### config.mk
export PLATFORM = sky130hd
export DESIGN_NAME = smb_cfg_slave
export DESIGN_NICKNAME = d
export VERILOG_FILES = /design/src/rtl/smb_cfg_pkg.sv /design/src/rtl/smb_line_sync.sv /design/src/rtl/smb_byte_engine.sv /design/src/rtl/smb_cfg_regs.sv /design/src/rtl/smb_cfg_slave.sv
export SDC_FILE = /design/constraint.sdc
export NUM_CORES = 1
export LEC_CHECK = 0
export BUFFER_PORTS_ARGS = -buffer_cell sky130_fd_sc_hd__buf_2
export CAP_MARGIN = 20
export CORE_UTILIZATION = 46
export CTS_BUF_LIST = sky130_fd_sc_hd__clkbuf_4
export CTS_CLUSTER_SIZE = 40
export DETAILED_ROUTE_END_ITERATION = 7
export GPL_TIMING_DRIVEN = 0
export HOLD_SLACK_MARGIN = 0.12
export PLACE_DENSITY = 0.65
export SLEW_MARGIN = 30
export SYNTH_ARGS = -nofsm -noshare
export SYNTH_HDL_FRONTEND = slang
export SYNTH_HIERARCHICAL = 1
export SYNTH_SLANG_ARGS = --single-unit
### constraint.sdc
create_clock -name clk -period 3.16 [get_ports clk]
set_clock_uncertainty 0.1 [all_clocks]
set_input_delay 0 -clock clk [delete_from_list [all_inputs] [get_ports clk]]
set_output_delay 0 -clock clk [all_outputs]
set_load 0.01 [all_outputs]
### src/rtl/smb_cfg_pkg.sv
package smb_cfg_pkg;

  localparam logic [6:0] SLAVE_ADDR7 = 7'h69;
  localparam int         MIN_REGS    = 12;

  typedef enum logic [2:0] {
    RK_RW,
    RK_STRAP,
    RK_VID,
    RK_DID,
    RK_MODE
  } reg_kind_e;

  typedef enum logic [2:0] {
    PH_IDLE,
    PH_ADDR,
    PH_CMD,
    PH_COUNT,
    PH_WDATA,
    PH_SKIP,
    PH_READ
  } phase_e;

  typedef enum logic [2:0] {
    BE_IDLE,
    BE_RX,
    BE_WAITA,
    BE_ACK,
    BE_TX,
    BE_ACKIN
  } bit_state_e;

  // which storage kind sits at a given offset
  function automatic reg_kind_e kind_of(input int idx);
    case (idx)
      4:       return RK_STRAP;
      7:       return RK_VID;
      8:       return RK_DID;
      11:      return RK_MODE;
      default: return RK_RW;
    endcase
  endfunction

  function automatic logic [7:0] reset_value(input int idx);
    case (idx)
      0:       return 8'h20;
      1:       return 8'hFF;
      2:       return 8'hFE;
      3:       return 8'h07;
      default: return 8'h00;
    endcase
  endfunction

  function automatic logic addr_hit(input logic [7:0] b);
    return b[7:1] == SLAVE_ADDR7;
  endfunction

  function automatic logic [7:0] strap_word(input logic sel, input logic [3:0] fs);
    return {sel, 3'b000, fs};
  endfunction

  function automatic logic [7:0] mode_word(input logic [1:0] m);
    return {1'b0, m, 5'b00000};
  endfunction

endpackage

### src/rtl/smb_line_sync.sv
module smb_line_sync #(
  parameter int STAGES = 2
) (
  input  logic clk,
  input  logic rst_n,
  input  logic scl_i,
  input  logic sda_i,
  output logic scl_s,
  output logic sda_s,
  output logic scl_rise,
  output logic scl_fall,
  output logic start_evt,
  output logic stop_evt
);

  localparam int LINES = 2;

  logic [LINES-1:0] raw;
  logic [LINES-1:0] lvl;
  logic [LINES-1:0] prv;

  assign raw = {scl_i, sda_i};

  for (genvar l = 0; l < LINES; l++) begin : g_line
    logic [STAGES:0] sh;
    always_ff @(posedge clk or negedge rst_n) begin
      if (!rst_n) sh <= '1;
      else        sh <= {sh[STAGES-1:0], raw[l]};
    end
    assign lvl[l] = sh[STAGES-1];
    assign prv[l] = sh[STAGES];
  end

  assign scl_s     = lvl[1];
  assign sda_s     = lvl[0];
  assign scl_rise  = lvl[1] & ~prv[1];
  assign scl_fall  = ~lvl[1] & prv[1];
  assign start_evt = lvl[1] & prv[1] & prv[0] & ~lvl[0];
  assign stop_evt  = lvl[1] & prv[1] & ~prv[0] & lvl[0];

endmodule

### src/rtl/smb_byte_engine.sv
module smb_byte_engine
  import smb_cfg_pkg::*;
(
  input  logic       clk,
  input  logic       rst_n,
  input  logic       scl_rise,
  input  logic       scl_fall,
  input  logic       start_evt,
  input  logic       stop_evt,
  input  logic       sda_s,
  input  logic       ack_want,
  input  logic       tx_mode,
  input  logic [7:0] tx_byte,
  output logic       rx_done,
  output logic [7:0] rx_byte,
  output logic       tx_done,
  output logic       tx_acked,
  output logic       sda_oe
);

  bit_state_e st;
  logic [3:0] bitcnt;
  logic [7:0] sh;

  assign rx_byte = sh;

  always_ff @(posedge clk or negedge rst_n) begin
    if (!rst_n) begin
      st       <= BE_IDLE;
      bitcnt   <= '0;
      sh       <= '0;
      sda_oe   <= 1'b0;
      rx_done  <= 1'b0;
      tx_done  <= 1'b0;
      tx_acked <= 1'b0;
    end else begin
      rx_done <= 1'b0;
      tx_done <= 1'b0;
      if (stop_evt) begin
        st     <= BE_IDLE;
        sda_oe <= 1'b0;
      end else if (start_evt) begin
        st     <= BE_RX;
        bitcnt <= '0;
        sda_oe <= 1'b0;
      end else begin
        case (st)
          BE_RX: begin
            if (scl_rise) begin
              sh <= {sh[6:0], sda_s};
              if (bitcnt == 4'd7) begin
                bitcnt  <= '0;
                st      <= BE_WAITA;
                rx_done <= 1'b1;
              end else begin
                bitcnt <= bitcnt + 4'd1;
              end
            end
          end
          BE_WAITA: begin
            if (scl_fall) begin
              if (ack_want) begin
                sda_oe <= 1'b1;
                st     <= BE_ACK;
              end else begin
                st <= BE_IDLE;
              end
            end
          end
          BE_ACK: begin
            if (scl_fall) begin
              bitcnt <= '0;
              if (tx_mode) begin
                sh     <= tx_byte;
                sda_oe <= ~tx_byte[7];
                st     <= BE_TX;
              end else begin
                sda_oe <= 1'b0;
                st     <= BE_RX;
              end
            end
          end
          BE_TX: begin
            if (scl_rise) bitcnt <= bitcnt + 4'd1;
            if (scl_fall) begin
              if (bitcnt == 4'd8) begin
                sda_oe <= 1'b0;
                st     <= BE_ACKIN;
              end else begin
                sh     <= {sh[6:0], 1'b0};
                sda_oe <= ~sh[6];
              end
            end
          end
          BE_ACKIN: begin
            if (scl_rise) begin
              tx_done  <= 1'b1;
              tx_acked <= ~sda_s;
            end else if (scl_fall) begin
              bitcnt <= '0;
              if (tx_acked) begin
                sh     <= tx_byte;
                sda_oe <= ~tx_byte[7];
                st     <= BE_TX;
              end else begin
                st <= BE_IDLE;
              end
            end
          end
          default: ;
        endcase
      end
    end
  end

endmodule

### src/rtl/smb_cfg_regs.sv
module smb_cfg_regs
  import smb_cfg_pkg::*;
#(
  parameter int         NREG      = 12,
  parameter logic [7:0] VENDOR_ID = 8'h4A,
  parameter logic [7:0] DEVICE_ID = 8'h2C
) (
  input  logic              clk,
  input  logic              rst_n,
  input  logic              we,
  input  logic [6:0]        waddr,
  input  logic [7:0]        wdata,
  input  logic              snap,
  input  logic [6:0]        raddr,
  output logic [7:0]        rdata,
  input  logic [3:0]        strap_fs,
  input  logic              strap_sel,
  input  logic [1:0]        strap_mode,
  output logic [NREG*8-1:0] flat
);

  localparam logic [7:0] NREG8 = 8'(NREG);

  logic       cap;
  logic [3:0] fs_q;
  logic       sel_q;
  logic [1:0] mode_q;
  logic       locked;
  logic       wr_open;
  logic       lock_set;

  // strap capture on the first clock after reset
  always_ff @(posedge clk or negedge rst_n) begin
    if (!rst_n) begin
      cap    <= 1'b0;
      fs_q   <= '0;
      sel_q  <= 1'b0;
      mode_q <= '0;
    end else if (!cap) begin
      cap    <= 1'b1;
      fs_q   <= strap_fs;
      sel_q  <= strap_sel;
      mode_q <= strap_mode;
    end
  end

  assign lock_set = we && (waddr == 7'd0) && !locked && wr_open && flat[0] && wdata[7];

  always_ff @(posedge clk or negedge rst_n) begin
    if (!rst_n) begin
      locked  <= 1'b0;
      wr_open <= 1'b0;
    end else begin
      if (lock_set) locked <= 1'b1;
      if (snap && !locked) wr_open <= flat[0];
    end
  end

  for (genvar i = 0; i < NREG; i++) begin : g_reg
    localparam reg_kind_e K = kind_of(i);
    if (K == RK_RW) begin : g_rw
      logic [7:0] q;
      always_ff @(posedge clk or negedge rst_n) begin
        if (!rst_n) begin
          q <= reset_value(i);
        end else if (we && (waddr == 7'(i)) && !locked) begin
          if (wr_open)     q    <= wdata;
          else if (i == 0) q[0] <= wdata[0];
        end
      end
      assign flat[i*8 +: 8] = q;
    end else if (K == RK_STRAP) begin : g_strap
      assign flat[i*8 +: 8] = strap_word(sel_q, fs_q);
    end else if (K == RK_VID) begin : g_vid
      assign flat[i*8 +: 8] = VENDOR_ID;
    end else if (K == RK_DID) begin : g_did
      assign flat[i*8 +: 8] = DEVICE_ID;
    end else begin : g_mode
      assign flat[i*8 +: 8] = mode_word(mode_q);
    end
  end

  always_comb begin
    rdata = '0;
    for (int i = 0; i < NREG; i++) begin
      if (raddr == 7'(i)) rdata = flat[i*8 +: 8];
    end
  end

  p_lock_sticky_r6: assert property (@(posedge clk) disable iff (!rst_n)
    locked |=> locked);

  p_locked_frozen_r6: assert property (@(posedge clk) disable iff (!rst_n)
    (locked && cap) |=> $stable(flat));

  p_closed_bit0_only_r5: assert property (@(posedge clk) disable iff (!rst_n)
    (we && !wr_open && cap) |=> $stable(flat[NREG*8-1:1]));

  p_oob_ignored_r8: assert property (@(posedge clk) disable iff (!rst_n)
    (we && ({1'b0, waddr} >= NREG8) && cap) |=> $stable(flat));

  p_strap_hold_r7: assert property (@(posedge clk) disable iff (!rst_n)
    cap |=> ($stable(fs_q) && $stable(sel_q) && $stable(mode_q)));

endmodule

### src/rtl/smb_cfg_slave.sv
module smb_cfg_slave
  import smb_cfg_pkg::*;
#(
  parameter int         NREG        = 12,
  parameter logic [7:0] VENDOR_ID   = 8'h4A,
  parameter logic [7:0] DEVICE_ID   = 8'h2C,
  parameter int         SYNC_STAGES = 2
) (
  input  logic              clk,
  input  logic              rst_n,
  input  logic              scl_i,
  input  logic              sda_i,
  output logic              sda_oe_o,
  input  logic [3:0]        strap_fs_i,
  input  logic              strap_sel_i,
  input  logic [1:0]        strap_mode_i,
  output logic [NREG*8-1:0] cfg_o
);

  localparam logic [7:0] COUNT_BYTE = 8'(NREG);

  logic scl_s, sda_s, scl_rise, scl_fall, start_evt, stop_evt;
  logic rx_done, tx_done, tx_acked;
  logic [7:0] rx_byte, tx_byte, rd_data;

  phase_e     phase;
  logic       cmd_block;
  logic [6:0] ptr;
  logic       cnt_pending;
  logic       ack_want;
  logic       tx_mode;

  // named internal events
  logic we_evt;
  logic snap_evt;
  logic foreign_addr;

  assign we_evt       = rx_done && (phase == PH_WDATA);
  assign snap_evt     = rx_done && (phase == PH_COUNT);
  assign foreign_addr = rx_done && (phase == PH_ADDR) && !addr_hit(rx_byte);
  assign tx_byte      = cnt_pending ? COUNT_BYTE : rd_data;

  smb_line_sync #(.STAGES(SYNC_STAGES)) u_sync (
    .clk       (clk),
    .rst_n     (rst_n),
    .scl_i     (scl_i),
    .sda_i     (sda_i),
    .scl_s     (scl_s),
    .sda_s     (sda_s),
    .scl_rise  (scl_rise),
    .scl_fall  (scl_fall),
    .start_evt (start_evt),
    .stop_evt  (stop_evt)
  );

  smb_byte_engine u_eng (
    .clk       (clk),
    .rst_n     (rst_n),
    .scl_rise  (scl_rise),
    .scl_fall  (scl_fall),
    .start_evt (start_evt),
    .stop_evt  (stop_evt),
    .sda_s     (sda_s),
    .ack_want  (ack_want),
    .tx_mode   (tx_mode),
    .tx_byte   (tx_byte),
    .rx_done   (rx_done),
    .rx_byte   (rx_byte),
    .tx_done   (tx_done),
    .tx_acked  (tx_acked),
    .sda_oe    (sda_oe_o)
  );

  smb_cfg_regs #(
    .NREG      (NREG),
    .VENDOR_ID (VENDOR_ID),
    .DEVICE_ID (DEVICE_ID)
  ) u_regs (
    .clk        (clk),
    .rst_n      (rst_n),
    .we         (we_evt),
    .waddr      (ptr),
    .wdata      (rx_byte),
    .snap       (snap_evt),
    .raddr      (ptr),
    .rdata      (rd_data),
    .strap_fs   (strap_fs_i),
    .strap_sel  (strap_sel_i),
    .strap_mode (strap_mode_i),
    .flat       (cfg_o)
  );

  always_ff @(posedge clk or negedge rst_n) begin
    if (!rst_n) begin
      phase       <= PH_IDLE;
      cmd_block   <= 1'b1;
      ptr         <= '0;
      cnt_pending <= 1'b0;
      ack_want    <= 1'b0;
      tx_mode     <= 1'b0;
    end else if (stop_evt) begin
      phase   <= PH_IDLE;
      tx_mode <= 1'b0;
    end else if (start_evt) begin
      phase    <= PH_ADDR;
      tx_mode  <= 1'b0;
      ack_want <= 1'b0;
    end else if (rx_done) begin
      case (phase)
        PH_ADDR: begin
          if (addr_hit(rx_byte)) begin
            ack_want <= 1'b1;
            if (rx_byte[0]) begin
              tx_mode     <= 1'b1;
              phase       <= PH_READ;
              cnt_pending <= cmd_block;
              if (cmd_block) ptr <= '0;
            end else begin
              phase <= PH_CMD;
            end
          end else begin
            ack_want <= 1'b0;
            phase    <= PH_IDLE;
          end
        end
        PH_CMD: begin
          ack_want  <= 1'b1;
          cmd_block <= ~rx_byte[7];
          ptr       <= rx_byte[7] ? rx_byte[6:0] : 7'd0;
          phase     <= rx_byte[7] ? PH_WDATA : PH_COUNT;
        end
        PH_COUNT: begin
          ack_want <= 1'b1;
          phase    <= PH_WDATA;
        end
        PH_WDATA: begin
          ack_want <= 1'b1;
          if (cmd_block) ptr   <= ptr + 7'd1;
          else           phase <= PH_SKIP;
        end
        PH_SKIP:  ack_want <= 1'b1;
        default:  ack_want <= 1'b0;
      endcase
    end else if (tx_done && tx_acked) begin
      if (cnt_pending) cnt_pending <= 1'b0;
      else             ptr         <= ptr + 7'd1;
    end
  end

  p_sda_scl_low_r9: assert property (@(posedge clk) disable iff (!rst_n)
    !$stable(sda_oe_o) |-> !scl_s);

  p_foreign_nack_r1: assert property (@(posedge clk) disable iff (!rst_n)
    (foreign_addr && !start_evt && !stop_evt) |=> (phase == PH_IDLE && !ack_want));

  p_block_step_r3: assert property (@(posedge clk) disable iff (!rst_n)
    (we_evt && cmd_block && !start_evt && !stop_evt) |=> (ptr == $past(ptr) + 7'd1));

endmodule

Word-level counts from Yosys, hierarchy flattened
Index checks and enable logic that the tools add are counted.
{"block": "word_totals", "ram_bits": 0, "register_bits": 113, "latch_bits": 0, "elab_cells": 255, "inputBits": 11, "mem_count": 0, "romBits": 0}
{"block": "op_classes", "n_bitwise": 16, "n_reduce_logical": 56, "n_mul": 0, "muxes": 96, "div": 0, "n_addsub": 2, "magnitude_cmp": 0, "shift": 0, "eq_ne": 55}
{"cell": "2-to-1 mux 8 bit", "count": 21}
{"cell": "2-to-1 mux 3 bit", "count": 19}
{"cell": "2-to-1 mux 7 bit", "count": 8}
{"cell": "!= test 4 bit (second input constant)", "count": 9}
{"cell": "2-to-1 mux 1 bit", "count": 34}
{"cell": "case mux 8 bit (4 select lines)", "count": 1}
{"cell": "== test 7 x 3 -> 1 bit (second input constant)", "count": 4}
{"cell": "== test 7 x 4 -> 1 bit (second input constant)", "count": 4}
{"cell": "2-to-1 mux 4 bit", "count": 6}
{"cell": "logical AND 1 bit", "count": 23}
{"cell": "!= test 3 bit (second input constant)", "count": 7}
{"cell": "case mux 7 bit (3 select lines)", "count": 1}
{"cell": "!= test 2 bit (second input constant)", "count": 10}
{"cell": "AND reduction 2 bit", "count": 9}
{"cell": "AND reduction 9 bit", "count": 2}
{"cell": "case mux 4 bit (4 select lines)", "count": 1}
{"cell": "case mux 3 bit (5 select lines)", "count": 1}
{"cell": "== test 7 x 2 -> 1 bit (second input constant)", "count": 2}
{"cell": "== test 3 x 2 -> 1 bit (second input constant)", "count": 4}
{"cell": "== test 3 bit (second input constant)", "count": 4}
{"cell": "!= test 4 x 3 -> 1 bit (second input constant)", "count": 3}
{"cell": "case mux 3 bit (4 select lines)", "count": 1}
{"cell": "AND reduction 4 bit", "count": 3}
{"cell": "nonzero test 3 bit", "count": 4}
{"cell": "26 further kinds", "count": 44}

Depth between registers and ports, before layout
{"block": "depth", "word_depth": 21, "ltp_mapped": 12, "depth_no_buf": 10}

Cells and area by module
The synthesis kept the hierarchy.
{"mod": "smb_cfg_regs", "instances": 1, "area_per_inst_um2": 3865.0, "cells_per_inst": 310}
{"mod": "smb_byte_engine", "instances": 1, "area_per_inst_um2": 1285.0, "cells_per_inst": 130}
{"mod": "smb_cfg_slave", "instances": 1, "area_per_inst_um2": 1074.8, "cells_per_inst": 124}
{"mod": "smb_line_sync", "instances": 1, "area_per_inst_um2": 190.2, "cells_per_inst": 10}

Worst setup path after synthesis
OpenSTA, ideal clock, no wires.
{"block": "synth_timing", "kind": "reg2reg", "startpoint": "register ptr[0]", "endpoint": "register u_eng.sh[3], in the netlist u_eng/rx_byte[3]", "stages_incl_launch_ff": 9, "path_buffers": 1, "arrival_time_ns": 2.343, "t_required_ns": 2.935, "path_slack_ns": 0.593, "setup_ns": 0.125, "cell_sequence": "dfrtp_1 > buf_2 > mux4_2 > or2_2 > a21oi_1 > nor2_1 > or2_2 > mux2_2 > mux2_2"}
{"block": "synth_between", "elab_chain_cells": 18, "word_cells_on_any_way": 31}
{"item": "from (decl)", "line_no": "smb_cfg_slave.sv:28", "rtl": "logic [6:0] ptr;"}
{"item": "from (signal assigned)", "line_no": "smb_cfg_slave.sv:129", "rtl": "ptr <= rx_byte[7] ? rx_byte[6:0] : 7'd0;"}
{"item": "from (signal assigned)", "line_no": "smb_cfg_slave.sv:138", "rtl": "if (cmd_block) ptr <= ptr + 7'd1;"}
{"item": "from (signal assigned)", "line_no": "smb_cfg_slave.sv:146", "rtl": "else ptr <= ptr + 7'd1;"}
{"item": "zero test 7 bit", "line_no": "smb_cfg_regs.sv:86", "rtl": "if (raddr == 7'(i)) rdata = flat[i*8 +: 8];"}
{"item": "2-to-1 mux 8 bit (11 in series)", "line_no": "smb_cfg_regs.sv:86"}
{"item": "2-to-1 mux 8 bit (*)", "line_no": "smb_cfg_regs.sv:86"}
{"item": "via rd_data[3]", "line_no": "smb_cfg_slave.sv:24", "rtl": "logic [7:0] rx_byte, tx_byte, rd_data;"}
{"item": "2-to-1 mux 8 bit (*)", "line_no": "smb_cfg_slave.sv:41", "rtl": "assign tx_byte = cnt_pending ? COUNT_BYTE : rd_data;"}
{"item": "via tx_byte[3]", "line_no": "smb_cfg_slave.sv:24"}
{"item": "2-to-1 mux 8 bit", "line_no": "smb_byte_engine.sv:101", "rtl": "if (tx_acked) begin"}
{"item": "2-to-1 mux 8 bit", "line_no": "smb_byte_engine.sv:99", "rtl": "end else if (scl_fall) begin"}
{"item": "2-to-1 mux 8 bit", "line_no": "smb_byte_engine.sv:96", "rtl": "if (scl_rise) begin"}
{"item": "case mux 8 bit (4 select lines) (*)", "line_no": "smb_byte_engine.sv:47", "rtl": "case (st)"}
{"item": "to (signal assigned)", "line_no": "smb_byte_engine.sv:50", "rtl": "sh <= {sh[6:0], sda_s};"}
{"item": "to (signal assigned)", "line_no": "smb_byte_engine.sv:90", "rtl": "sh <= {sh[6:0], 1'b0};"}
{"item": "to (signal assigned)", "line_no": "smb_byte_engine.sv:102", "rtl": "sh <= tx_byte;"}
{"item": "to (decl)", "line_no": "smb_byte_engine.sv:23", "rtl": "logic [7:0] sh;"}
Mark *: on every way through the listed nets, which the timed path passes. The rest lies on a longest branch. The select of a mux whose other input is x is not followed.
A chain may end at the register's enable or synchronous reset.

Final worst setup path
{"block": "layout_timing", "startpoint": "register ptr[1]", "endpoint": "register u_eng.sh[0], in the netlist u_eng/rx_byte[0]"}
The elaborated chain is that of the path after synthesis.

==> flow_metrics.env <==
export IMPL_synth_area_leaders="dfrtp_1 (34%), mux2_2 (12%), dfstp_2 (11%)"
export IMPL_final_setup_tns_ns=0
export IMPL_syn_area_sq_um=6410
export IMPL_reg2reg_from="ptr[1]"
export IMPL_holdPathStages=0
export IMPL_grt_pass1_wl_microns=27200
export IMPL_ys_ff_latch=113
export IMPL_wl_per_cell_microns=18.5
export IMPL_min_delay_start="u_sync/g_line[1].sh[0]"
export IMPL_firstDrtPassIters=5
export IMPL_dp_cells=857
export IMPL_synth_avg_cell_area_sq_um=11.2
export IMPL_start_util_pct=47.9
export IMPL_setup_viol=0
export IMPL_internal_power_mw=2.43
export IMPL_num_antenna_cells=0
export IMPL_dp_hpwl_microns=11600
export IMPL_reg2reg_depth=10
export IMPL_clock_sinks=113
export IMPL_die_area_sq_um=14400
export IMPL_synth_cell_type_count=82
export IMPL_pwr_share_comb_pct=22.8
export IMPL_fin_util_pct=57.5
export IMPL_vias_per_cell=5.64
export IMPL_rows=42
export IMPL_relSlewSlack_pct=54.9
export IMPL_postSynthCellCount=574
export IMPL_r2r_end="u_eng/rx_byte[0]"
export IMPL_clk_latency_ns=0.53
export IMPL_port_buffers=82
export IMPL_cts_root_buffer="clkbuf_4"
export IMPL_antenna_found_initial=0
export IMPL_ys_seq_area_share_pct=44.6
export IMPL_drv_slew=0
export IMPL_pin_count=108
export IMPL_cp_end_kind="flip-flop"
export IMPL_post_route_min_period_ns=2.88
export IMPL_first_global_vias=5094
export IMPL_vias=5135
export IMPL_fmax_ghz=0.348
export IMPL_worstPathArrival_ns=3.21
export IMPL_grt_usage_pct=24.7
export IMPL_yosysWarningCount=6
export IMPL_switching_power_mw=1.36
export IMPL_final_layout_size_suffix_gt1_share_pct=41.1
export IMPL_place_gp_congestion=0.892
export IMPL_cap_violations=0
export IMPL_whs_endpoint="u_sync/g_line[1].sh[1]"
export IMPL_pwr_share_seq_pct=48.5
export IMPL_dp_slack_ns=0.0748
export IMPL_dieHeight_microns=120
export IMPL_final_cells=911
export IMPL_outcome="finished, final reports clean"
export IMPL_setup_worst_path_class="flip-flop to flip-flop"
export IMPL_grt_setup_unrepaired="no"
export IMPL_report_final_hold_viol_count=0
export IMPL_core_area_sq_um=13400
export IMPL_finalCritPeriodShare_pct=91.1
export IMPL_async_flop_share_pct=100
export IMPL_grt_overflow_total=0
export IMPL_synth_edff_count=0
export IMPL_start_kind="flip-flop"
export IMPL_htree_levels=4
export IMPL_p_per_area_nw_per_um2=491
export IMPL_ir_drop_uv=338
export IMPL_cts_made_buffers=17
export IMPL_cts_tree="built"
export IMPL_layout_nets=738
export IMPL_synth_main_ff_cell="dfrtp_1"
export IMPL_die_x_microns=120
export IMPL_reg2reg_slack_ns=0.28
export IMPL_cts_buffer_depth=2
export IMPL_grt_max_degree=93
export IMPL_worst_pin_slew_ns=0.677
export IMPL_ant_nets=0
export IMPL_drtIter0Drc=341
export IMPL_pwr_share_clk_pct=28.8
export IMPL_path_clk_slew_ns=0.11
export IMPL_cellLeakagePower_nw=3.64
export IMPL_swShare_pct=35.8
export IMPL_path_max_fanout=10
export IMPL_worstHoldPathType="flip-flop to flip-flop"
export IMPL_final_setup_worst_slack_ns=0.283
export IMPL_drc=0
export IMPL_cp_data_required_time_ns=3.49
export IMPL_synth_largest_area_cell="dfrtp_1"
export IMPL_wl_microns=16800
export IMPL_area_growth_pct=20.1
export IMPL_yosysTopAreaCellShare_pct=33.9
## layout by cell type (no fill, tap or decap), drive strengths merged, types with 19 or more instances in the layout
cell         instances
mux2                90
o21ai               33
dlygate4sd3         20
nor2b               19
nor2                21
a21oi               19
nand2               35
dfrtp               87
buf                124
dfstp               26
conb                26
clkbuf              30
## Yosys cell counts, types with 3 or more instances
cell and instances:
mux4_2 6, buf_2 11, inv_1 11, nand3_1 11
mux2i_1 12, clkbuf_1 10, nand2b_1 13, a31oi_1 11
and3_1 10, dfrtp_1 87, nor3b_1 5, o211ai_1 4
o2bb2ai_1 3, mux2_2 71, nor2_2 4, o22ai_1 6
nor3_1 11, nor2b_1 19, nand3b_1 8, a22o_1 3
mux2_1 11, dfstp_2 26, nand2_1 34, a21oi_1 19
or2_2 4, mux2_4 8, nor2_1 16, ha_1 5
buf_4 29, o21ai_0 32, a221oi_1 3, a2bb2oi_1 6
## worst max-delay path: stages, from the launching register on
cell and delay (ns):
dfrtp_1 0.51, buf_2 0.32, clkbuf_2 0.31, o21ai_0 0.17, a221oi_1 0.30, o21ai_0 0.16
nor2b_1 0.16, and3_1 0.20, a211oi_1 0.21, a21oi_1 0.06, mux2_2 0.27
## cells by family after synthesis
group           share of synthesized area [%]
simple gates                             15.6
compound gates                           12.4
flops                                    44.6
mux                                      20.2
buf+inv                                  5.77
fa+ha+maj                               0.975
other cells                             0.117
xor+xnor                                0.273
## sequential cells by signal, summed over array words and instances, names as in the netlist, 2 cells and up
name	flops
u_eng/st	3
u_regs/g.g_rw.q	64
u_eng/rx_byte	8
u_regs/fs_q	4
phase	3
ptr	7
u_eng/bitcnt	4
u_sync/g_line.sh	6
u_regs/mode_q	2
## per-layer routing
layer | track usage, % | share of wire (%)
met5 | 0 | 0
met4 | 10.2 | 1.7
met3 | 5.37 | 5.7
met2 | 39.8 | 49
met1 | 32.1 | 43
## layout make-up
cell class / count / area (sq um)
Buffer: 52 / 332
Fill cell: 1215 / 5690
Timing Repair Buffer: 105 / 676
Inverter: 12 / 45.0
Multi-Input combinational cell: 421 / 3280
Clock inverter: 15 / 159
Clock buffer: 17 / 128
Sequential cell: 113 / 2860
Tap cell: 176 / 220
## worst max path at each step
stage	start	end	slack [ns]	cells after the start
after floorplan	ptr[0]	u_eng/rx_byte[3]	0.59	8
after global placement	ptr[0]	u_eng/rx_byte[0]	0.07	11
after detailed placement	ptr[0]	u_eng/rx_byte[0]	0.07	11
after CTS	ptr[0]	u_eng/rx_byte[0]	0.04	11
after global routing	ptr[1]	u_eng/rx_byte[0]	0.04	10
final	ptr[1]	u_eng/rx_byte[0]	0.28	10
## power groups by stage
stage	Sequential, mW	Combinational, mW	Clock, mW
after global routing	1.86	0.950	1.18
after detailed placement	1.87	0.814	0
after global placement	1.85	0.797	0
after floorplan	1.73	0.625	0
after CTS	1.84	0.838	1.12
final	1.84	0.862	1.09
## stage by stage
stage	area, sq um	hold slack (ns)	power (mW)
after global routing	7710	0.263	3.99
after global placement	7140	0.00852	2.65
after floorplan	6500	-0.396	2.35
after CTS	7680	0.267	3.80
after detailed placement	7170	-0.250	2.68
final	7710	0.261	3.79
## repair_timing
| item | CTS | global route |
|---|---|---|
| endpoints found under the setup margin | 0 | 4 |
| endpoints found under the hold margin | 122 | 0 |
| buffers inserted | 0 | 1 |
| resized for setup | 0 | 7 |
| hold buffers | 21 | 0 |
No activity file was read; power rests on OpenSTA's default activity.
